==> src/rtl/vtr_pkg.sv <==
package vtr_pkg;
  typedef enum logic [1:0] {
    VTR_OFF     = 2'b00,
    VTR_PHASE   = 2'b01,
    VTR_RESTART = 2'b10,
    VTR_LOCK    = 2'b11
  } vtr_mode_e;
endpackage

==> src/rtl/vtr_pin_sync.sv <==
module vtr_pin_sync #(
  parameter int STAGES = 2
) (
  input  logic clk,
  input  logic rst,
  input  logic din,
  output logic level,
  output logic rise
);
  logic [STAGES-1:0] chain;
  logic              prev;

  always_ff @(posedge clk) begin
    if (rst) begin
      chain <= '0;
      prev  <= 1'b0;
    end else begin
      chain[0] <= din;
      for (int i = 1; i < STAGES; i++) chain[i] <= chain[i-1];
      prev <= chain[STAGES-1];
    end
  end

  assign level = chain[STAGES-1];
  assign rise  = chain[STAGES-1] & ~prev;
endmodule

==> src/rtl/vtr_hv_counter.sv <==
module vtr_hv_counter #(
  parameter  int H_TOTAL = 858,
  parameter  int V_TOTAL = 262,
  localparam int HW      = $clog2(H_TOTAL),
  localparam int VW      = $clog2(V_TOTAL)
) (
  input  logic          clk,
  input  logic          rst,
  input  logic          clr,
  output logic [HW-1:0] h,
  output logic [VW-1:0] v
);
  localparam logic [HW-1:0] H_LAST = HW'(H_TOTAL - 1);
  localparam logic [VW-1:0] V_LAST = VW'(V_TOTAL - 1);

  always_ff @(posedge clk) begin
    if (rst || clr) begin
      h <= '0;
      v <= '0;
    end else if (h == H_LAST) begin
      h <= '0;
      v <= (v == V_LAST) ? '0 : v + 1'b1;
    end else begin
      h <= h + 1'b1;
    end
  end
endmodule

==> src/rtl/vtr_field_counter.sv <==
module vtr_field_counter #(
  parameter  int SHORT_SEQ = 4,
  parameter  int LONG_SEQ  = 8,
  localparam int FW        = $clog2(LONG_SEQ)
) (
  input  logic          clk,
  input  logic          rst,
  input  logic          clr,
  input  logic          adv,
  input  logic          long_seq,
  output logic [FW-1:0] field
);
  localparam logic [FW-1:0] SHORT_LAST = FW'(SHORT_SEQ - 1);
  localparam logic [FW-1:0] LONG_LAST  = FW'(LONG_SEQ - 1);

  logic [FW-1:0] last;
  assign last = long_seq ? LONG_LAST : SHORT_LAST;

  always_ff @(posedge clk) begin
    if (rst || clr)  field <= '0;
    else if (adv)    field <= (field >= last) ? '0 : field + 1'b1;
  end
endmodule

==> src/rtl/vid_timing_reset_ctrl.sv <==
module vid_timing_reset_ctrl
  import vtr_pkg::*;
#(
  parameter  int SD_H_TOTAL  = 858,
  parameter  int SD_V_LINES  = 262,
  parameter  int HD_H_TOTAL  = 2200,
  parameter  int HD_V_LINES  = 1125,
  parameter  int SYNC_STAGES = 2,
  localparam int SD_HW = $clog2(SD_H_TOTAL),
  localparam int SD_VW = $clog2(SD_V_LINES),
  localparam int HD_HW = $clog2(HD_H_TOTAL),
  localparam int HD_VW = $clog2(HD_V_LINES)
) (
  input  logic             clk,
  input  logic             rst,
  input  logic [1:0]       mode_sel,
  input  logic             pal_sel,
  input  logic             ext_pin,
  input  logic             hd_hold,
  output logic [SD_HW-1:0] sd_h,
  output logic [SD_VW-1:0] sd_v,
  output logic [2:0]       sd_field,
  output logic             phase_clr,
  output logic [HD_HW-1:0] hd_h,
  output logic [HD_VW-1:0] hd_v
);
  localparam logic [SD_HW-1:0] SD_H_LAST = SD_HW'(SD_H_TOTAL - 1);
  localparam logic [SD_VW-1:0] SD_V_LAST = SD_VW'(SD_V_LINES - 1);

  vtr_mode_e mode;
  logic      pin_lvl, pin_rise;
  logic      tr_active, clr_pending;
  logic      sd_eof, sd_sof;

  assign mode = vtr_mode_e'(mode_sel);

  vtr_pin_sync #(.STAGES(SYNC_STAGES)) pin_sync_i (
    .clk(clk), .rst(rst), .din(ext_pin), .level(pin_lvl), .rise(pin_rise)
  );

  vtr_hv_counter #(.H_TOTAL(SD_H_TOTAL), .V_TOTAL(SD_V_LINES)) sd_cnt_i (
    .clk(clk), .rst(rst), .clr(tr_active), .h(sd_h), .v(sd_v)
  );

  assign sd_eof = (sd_h == SD_H_LAST) && (sd_v == SD_V_LAST);
  assign sd_sof = (sd_h == '0) && (sd_v == '0);

  vtr_field_counter #(.SHORT_SEQ(4), .LONG_SEQ(8)) field_i (
    .clk(clk), .rst(rst), .clr(tr_active), .adv(sd_eof),
    .long_seq(pal_sel), .field(sd_field)
  );

  vtr_hv_counter #(.H_TOTAL(HD_H_TOTAL), .V_TOTAL(HD_V_LINES)) hd_cnt_i (
    .clk(clk), .rst(rst), .clr(hd_hold), .h(hd_h), .v(hd_v)
  );

  // Restart hold has priority; a deferred clear is dropped by a restart.
  always_ff @(posedge clk) begin
    if (rst) begin
      tr_active   <= 1'b0;
      clr_pending <= 1'b0;
      phase_clr   <= 1'b0;
    end else begin
      phase_clr <= 1'b0;
      if (tr_active) begin
        if (!pin_lvl) begin
          tr_active   <= 1'b0;
          clr_pending <= 1'b0;
          phase_clr   <= 1'b1;
        end
      end else if (pin_rise && mode == VTR_RESTART) begin
        tr_active <= 1'b1;
      end else begin
        if (clr_pending && sd_sof) begin
          phase_clr   <= 1'b1;
          clr_pending <= 1'b0;
        end
        if (pin_rise && mode == VTR_PHASE) clr_pending <= 1'b1;
      end
    end
  end
endmodule

==> config.mk <==
export PLATFORM = sky130hd
export DESIGN_NAME = vid_timing_reset_ctrl
export DESIGN_NICKNAME = d
export VERILOG_FILES = /design/src/rtl/vtr_pkg.sv /design/src/rtl/vtr_pin_sync.sv /design/src/rtl/vtr_hv_counter.sv /design/src/rtl/vtr_field_counter.sv /design/src/rtl/vid_timing_reset_ctrl.sv
export SDC_FILE = /design/constraint.sdc
export NUM_CORES = 1
export LEC_CHECK = 0
export ABC_AREA = 1
export BUFFER_PORTS_ARGS = -buffer_cell sky130_fd_sc_hd__buf_2
export CAP_MARGIN = 20
export CORE_ASPECT_RATIO = 1.2
export CORE_MARGIN = 2
export CORE_UTILIZATION = 55
export DETAILED_ROUTE_END_ITERATION = 10
export GPL_TIMING_DRIVEN = 0
export MAX_ROUTING_LAYER = met4
export PLACE_DENSITY = 0.79
export SLEW_MARGIN = 0
export SYNTH_ARGS = -nofsm -noshare
export SYNTH_HDL_FRONTEND = slang
export SYNTH_SLANG_ARGS = --single-unit
==> constraint.sdc <==
create_clock -name clk -period 1.9 [get_ports clk]
set_clock_uncertainty 0.05 [all_clocks]
set_input_delay 0.285 -clock clk [delete_from_list [all_inputs] [get_ports clk]]
set_output_delay 0.285 -clock clk [all_outputs]
set_load 0.03 [all_outputs]
==> impl_metrics.yaml, run 1 <==
route:
  drc_errors: 0
  drt-initial-drc-count: 161
  wl_per_cell_um: 11.0
  routed_wl_mm: 5.72
  ant_nets: 0
  vias: 2664
  viasPerCell: 5.13
  drt_pass1_iterations: 4
worst_setup_path:
  critPathCaptureType: "flip-flop"
  reg2reg_to: "field_i.field[0]$_SDFFE_PP0P_"
  worst_setup_path_start_kind: "flip-flop"
  r2r_slack_ps: 250
  criticalPathCategory: "flip-flop to flip-flop"
  reg2reg_depth: 8
  crit_required_ps: 2040
  crit_arrival_ps: 1790
  worstReg2RegStart: "sd_cnt_i.h[0]$_SDFF_PP0_"
  path_max_fanout: 10
clock_tree:
  numCtsBuffers: 5
  hold_buffers: 0
  cts_tree: "yes"
  postCtsSetupBuffers: 0
  post_cts_resized: 0
  cts.sinks: 51
  htreeDepth: 2
  max-clock-path-buffers: 2
  clk_latency_ps: 300
  clkSlewWorstSetupHoldPaths_ps: 100
  cts_root_buf: "clkbuf_8"
die:
  placementRows: 28
  initial_core_util_pct: 56.9
  ioPinCount: 53
  fp.dieW_um: 69.0
  die_area_um2: 5660
  core_area_um2: 4900
  die_y_um: 82.0
place:
  globalplace.congestion: 0.872
  dpl.hpwl_mm: 4.43
  pre_cts_ws_ps: 259
  io_buffers: 51
power_and_ir_drop:
  powerDensity_nw_per_um2: 579
  ir_worst_vdd_v: 0.000460
  power_leakage_uw: 0.00150
logic_synthesis:
  yosysMostFrequentCell: "nand2_1"
  synth-simple-area-share_pct: 40.8
  synth.largest_area_cell: "dfxtp_1"
  synth.avg_cell_area_um2: 6.97
  synthCells: 400
  synth_top_family_by_area: "simple AND/OR/NAND/NOR gates"
  synth_compound_area_share_pct: 4.80
  synth_edf_count: 0
  synth_adder_area_share_pct: 4.93
  synthDistinctLibCells: 35
  yosys.area.top_type_share_pct: 36.6
  synth_area_leaders: "dfxtp_1, nand2_1, inv_1"
  yosysSeqAreaShare_pct: 36.6
  ys_ff_latch: 51
  synth-main-ff-cell: "dfxtp_1"
  syn_nets: 418
  synthTopCellsByCount: "nand2_1, inv_1, nor2_1, dfxtp_1, nand3_1"
  synth-xor-area-share_pct: 3.14
  synth.area.mux_share_pct: 0
  syn_area_um2: 2790
  ys_warn_count: 0
  async_flop_share_pct: 0
hold_path:
  hold_end: "pin_sync_i.chain[0]$_SDFF_PP0_"
  holdCritStartpoint: "ext_pin"
  holdPathStages: 3
  hold_path.class: "input pin to flip-flop"
sta:
  rsz0062_at_grt: "no"
  fin_ws_ps: 247
  worst_pin_slew_ps: 353
  relSlewSlack_pct: 76.4
  tns_ps: 0
  fin_crit_sh_pct: 87.0
  finalMaxSlewViolations: 0
  fmax_mhz: 605
  finalHoldViolations: 0
  hold-worst-slack_ps: 142
  post-route-min-period_ps: 1650
  setup-violations-final: 0
global_routing:
  grt_remaining_overflow: 0
  grt_pass1_vias: 2335
  grt_pass1_wl_mm: 9.54
  track_usage_pct: 21.1
  antenna_found_initial: 0
  grt_max_degree: 17
job:
  cap_violations: 0
layout:
  layout-drive-gt1-share_pct: 20.5
  area_growth_syn_to_layout_pct: 15.4
  nets: 476
  antennaDiodeCount: 0
status:
  status: "completed"
==> sequential cells by signal, summed over array words and instances (netlist names) <==
register / cells
tr_active: 1
pin_sync_i.prev: 1
sd_cnt_i.v: 9
field_i.field: 3
hd_cnt_i.v: 11
hd_cnt_i.h: 12
pin_sync_i.chain: 2
sd_cnt_i.h: 10
clr_pending: 1
phase_clr: 1
==> per-layer routing <==
metal	wire (um)	track usage [%]	vias up
li1	-	-	1375
met1	2440	22.8	1216
met2	2950	39.5	63
met3	246	3.93	10
met4	93	6.67	0
met5	0	-	-
==> how the worst max path moves through the flow <==
| stage | depth (start not counted) | end | startpoint |
|---|---|---|---|
| floorplan | 9 | hd_cnt_i.v[2]$_SDFFE_PP0P_ | hd_cnt_i.h[0]$_SDFF_PP0_ |
| global placement | 10 | hd_cnt_i.v[6]$_SDFFE_PP0P_ | hd_cnt_i.h[0]$_SDFF_PP0_ |
| detailed placement | 10 | hd_cnt_i.v[10]$_SDFFE_PP0P_ | hd_cnt_i.h[0]$_SDFF_PP0_ |
| CTS | 10 | hd_cnt_i.v[6]$_SDFFE_PP0P_ | hd_cnt_i.h[0]$_SDFF_PP0_ |
| global route | 9 | sd_cnt_i.v[3]$_SDFFE_PP0P_ | sd_cnt_i.h[0]$_SDFF_PP0_ |
| finish | 8 | field_i.field[0]$_SDFFE_PP0P_ | sd_cnt_i.h[0]$_SDFF_PP0_ |
==> placed cells by master, fill, tap and decap left out, types with 3 or more instances in the layout <==
| cell type | Yosys | routed |
|---|---|---|
| nand4_1 | 10 | 10 |
| nor3_1 | 16 | 16 |
| nor2_4 | 3 | 3 |
| nand2_1 | 90 | 90 |
| inv_1 | 58 | 58 |
| ha_1 | 11 | 11 |
| nand3_1 | 28 | 28 |
| clkbuf_8 | 0 | 6 |
| a21oi_1 | 17 | 17 |
| xor2_1 | 9 | 9 |
| nor2_2 | 5 | 5 |
| inv_2 | 6 | 6 |
| buf_2 | 1 | 52 |
| or2_2 | 3 | 3 |
| dfxtp_1 | 51 | 51 |
| nor2_1 | 58 | 58 |
| o21ai_0 | 6 | 6 |
==> power breakdown <==
part	switching [uW]	internal [uW]
Combinational	65.5	30.1
Clock	376	298
Sequential	12.6	1080
Total	455	1410
==> worst max-delay path: stages, from the launching register on <==
cell,delay (ps)
dfxtp_1,450
ha_1,180
nand3_1,70
nor2_1,130
nand2_2,160
inv_2,100
nand2_1,70
nand2_1,200
a21oi_1,110
==> metrics by stage <==
stage / total power, uW / area [um^2] / util [%] / std cells
global route: 1930 / 3220 / 65.6 / 519
finish: 1860 / 3220 / 65.6 / 519
floorplan: 1180 / 2790 / - / 400
global placement: 1210 / 3120 / 63.6 / 511
CTS: 1880 / 3220 / 65.6 / 519
detailed placement: 1210 / 3120 / 63.6 / 511
==> cell type report <==
cell class / instances / area, um^2
clock inverters: 2 / 16.3
flip-flops and latches: 51 / 1020
plain buffers: 2 / 16.3
repair buffers: 51 / 255
inverters: 66 / 254
fillers: 451 / 1690
multi-input cells: 281 / 1500
clock buffers: 6 / 82.6
well taps: 60 / 75.1
==> kinds of logic (layout without fill, tap and decap cells) <==
group                      after synthesis  in the layout
and+or+nand+nor                        234            234
buffers and inverters                   68            127
DFF                                     51             51
AOI/OAI and AO/OA                       26             26
adders and majority gates               11             11
xor gates and xnor gates                10             10
Note: power is estimated with default switching activity, not from simulation.
==> inputs of run 2 (changes only) <==
CAP_MARGIN = default   (was 20)
CORE_UTILIZATION = 60   (was 55)
PLACE_DENSITY = 0.85   (was 0.79)
SYNTH_HIERARCHICAL = 1   (was default)
clock period = 2.05 ns   (was 1.9 ns; I/O delays follow)
==> run 2 against run 1 <==
Non-clock buffer count rose by 1. Sequential power is 7% lower. Synthesized cell count increased by 5.8%. Fmax decreased by 1.7%.
==> impl_metrics.yaml, run 2 <==
status:
  status: "completed"
power_and_ir_drop:
  pwr-share-comb_pct: 5.2
  seq_power_share_pct: 55.4
  switchingPower_uw: 402
  ir_worst_vdd_v: 0.000368
  internal-power_uw: 1430
  power.share.clock_pct: 39.4
  power_leakage_uw: 0.00155
  p_sw_share_pct: 22.0
  power_uw: 1830
  powerDensity_nw_per_um2: 554
logic_synthesis:
  synth_area_leaders: "dfxtp_1, nand2_1, nor2_1"
  synthCells: 423
  synth.avg_cell_area_um2: 6.73
  yosys.area.top_type_share_pct: 35.9
  synthDistinctLibCells: 34
  async_flop_share_pct: 0
  synth-main-ff-cell: "dfxtp_1"
  synth_edf_count: 0
  syn_nets: 439
  syn_area_um2: 2850
  ys_warn_count: 6
  synthTopCellsByCount: "nand2_1, nor2_1, inv_1, dfxtp_1, nand3_1"
  yosysSeqAreaShare_pct: 35.9
  ys_ff_latch: 51
  yosysMostFrequentCell: "nand2_1"
  synth.largest_area_cell: "dfxtp_1"
route:
  drt_pass1_iterations: 4
  routed_wl_mm: 6.06
  viasPerCell: 5.18
  drc_errors: 0
  vias: 2800
  drt-initial-drc-count: 190
  wl_per_cell_um: 11.2
  ant_nets: 0
clock_tree:
  postCtsSetupBuffers: 0
  clkSlewWorstSetupHoldPaths_ps: 90
  htreeDepth: 2
  numCtsBuffers: 5
  post_cts_resized: 0
  max-clock-path-buffers: 2
  cts_tree: "yes"
  hold_buffers: 0
  cts.sinks: 51
  clk_latency_ps: 300
  cts_root_buf: "clkbuf_8"
worst_setup_path:
  critPathBufInv: 1
  crit_chain: "nor2_1 > nand2_1 > nor3_1 > nand2_1 > nor3_2 > nand2_2 > xnor2_2 > inv_1 > nor2_2"
  criticalPathCategory: "flip-flop to flip-flop"
  cpMaxStageDelayCell: "dfxtp_1"
  path_max_fanout: 8
  crit_arrival_ps: 1840
  slowest_delay_ps: 390
  crit_required_ps: 2210
  cpMostUsedCell: "nand2_1"
  critPathTopFamily: "simple AND/OR/NAND/NOR gates"
  worst_setup_path_start_kind: "flip-flop"
  critPathCaptureType: "flip-flop"
hold_path:
  hold_path.class: "input pin to flip-flop"
global_routing:
  grt_remaining_overflow: 0
  grt_max_degree: 16
  track_usage_pct: 24.0
  antenna_found_initial: 0
  grt_pass1_wl_mm: 9.83
  grt_pass1_vias: 2459
layout:
  area_growth_syn_to_layout_pct: 16.0
  layout-drive-gt1-share_pct: 21.3
  final_area_um2: 3300
  nets: 498
  largestRegisters: "hd_cnt_i/h: 12 flops, hd_cnt_i/v: 11 flops, sd_cnt_i/h: 10 flops"
  largest_reg_flops: 12
  final_common_cell: "nand2_1"
  largest-register: "hd_cnt_i/h"
  antennaDiodeCount: 0
  layout.cells.most_common_list: "nand2_1, nor2_1, inv_1"
die:
  ioPinCount: 53
  die_y_um: 79.5
  fp.dieW_um: 66.9
  core_area_um2: 4590
  placementRows: 27
  die_area_um2: 5320
  initial_core_util_pct: 62.0
sta:
  tns_ps: 0
  fin_crit_sh_pct: 82.0
  fin_ws_ps: 369
  relSlewSlack_pct: 71.8
  worst_pin_slew_ps: 421
  finalHoldViolations: 0
  finalMaxSlewViolations: 0
  rsz0062_at_grt: "no"
  fmax_mhz: 595
  post-route-min-period_ps: 1680
  setup-violations-final: 0
place:
  pre_cts_ws_ps: 147
  io_buffers: 52
  dpl.hpwl_mm: 4.71
  place_area_um2: 3180
  globalplace.congestion: 0.859
job:
  cap_violations: 0
[run 2: changes by cell type in the layout (fill, tap and decap cells not counted), sizes merged, moves of 2 or more]
cell    previous run  this run
and2               0         2
nand2             94       113
xor2               9         4
nor2              68        94
inv               64        60
or2                4         1
o21ai              9         7
o21bai             0         5
ha                11         9
nand4             10         8
nand3             32        29
nor3              18        14
and3               2         0
[run 2: worst min-delay path, stage by stage]
cell	delay, ps
buf_2	80
inv_1	30
nor2_1	60
[run 2: per-stage QoR]
step                      util [%]  hold slack (ps)  instances
after CTS                     71.8              158        541
after global placement        69.2              349        533
after detailed placement      69.2              358        533
after global routing          71.9              159        541
final                         71.9              165        541
after floorplan                  -              320        423
[run 2: final cells by class]
class,instances,area [um^2]
Multi-Input combinational cell,309,1580
Fill cell,408,1290
Inverter,61,234
Sequential cell,51,1020
Buffer,2,22.5
Clock inverter,2,35.0
Tap cell,58,72.6
Timing Repair Buffer,52,260
Clock buffer,6,82.6
[run 2: worst paths after layout]
kind | from | to | depth (start not counted) | slack (ps)
max reg2reg | sd_cnt_i/v[4]$_SDFFE_PP0N_ | field_i/field[2]$_SDFFE_PP0P_ | 9 | 370
min | ext_pin | pin_sync_i/chain[0]$_SDFF_PP0_ | 3 | 170
max | sd_cnt_i/v[4]$_SDFFE_PP0N_ | field_i/field[2]$_SDFFE_PP0P_ | 9 | 370
min reg2reg | pin_sync_i/chain[0]$_SDFF_PP0_ | pin_sync_i/chain[1]$_SDFF_PP0_ | 2 | 370
[run 2: kinds of logic (layout without fill, tap and decap cells)]
| family | count (synthesis) | in the layout | share of synthesized area [%] |
|---|---|---|---|
| compound gates | 29 | 29 | 5.89 |
| xor+xnor | 6 | 6 | 2.11 |
| fa+ha+maj | 9 | 9 | 3.95 |
| buf+inv | 63 | 123 | 9.01 |
| flops | 51 | 51 | 35.9 |
| mux | 1 | 1 | 0.352 |
| simple gates | 264 | 264 | 42.8 |
[run 2: layer usage]
| layer | global-route usage (%) | part of all wire [%] |
|---|---|---|
| met5 | - | 0 |
| met4 | 7.14 | 0.97 |
| met3 | 3.95 | 4.4 |
| met2 | 43.6 | 51 |
| met1 | 26.4 | 43 |
[run 2: power by group through the flow]
stage	Sequential (uW)	Combinational, uW	Clock, uW
floorplan	1050	53.0	0
global placement	1040	93.7	0
detailed placement	1040	95.5	0
CTS	1010	95.8	741
global route	1020	106	779
finish	1010	95.3	721
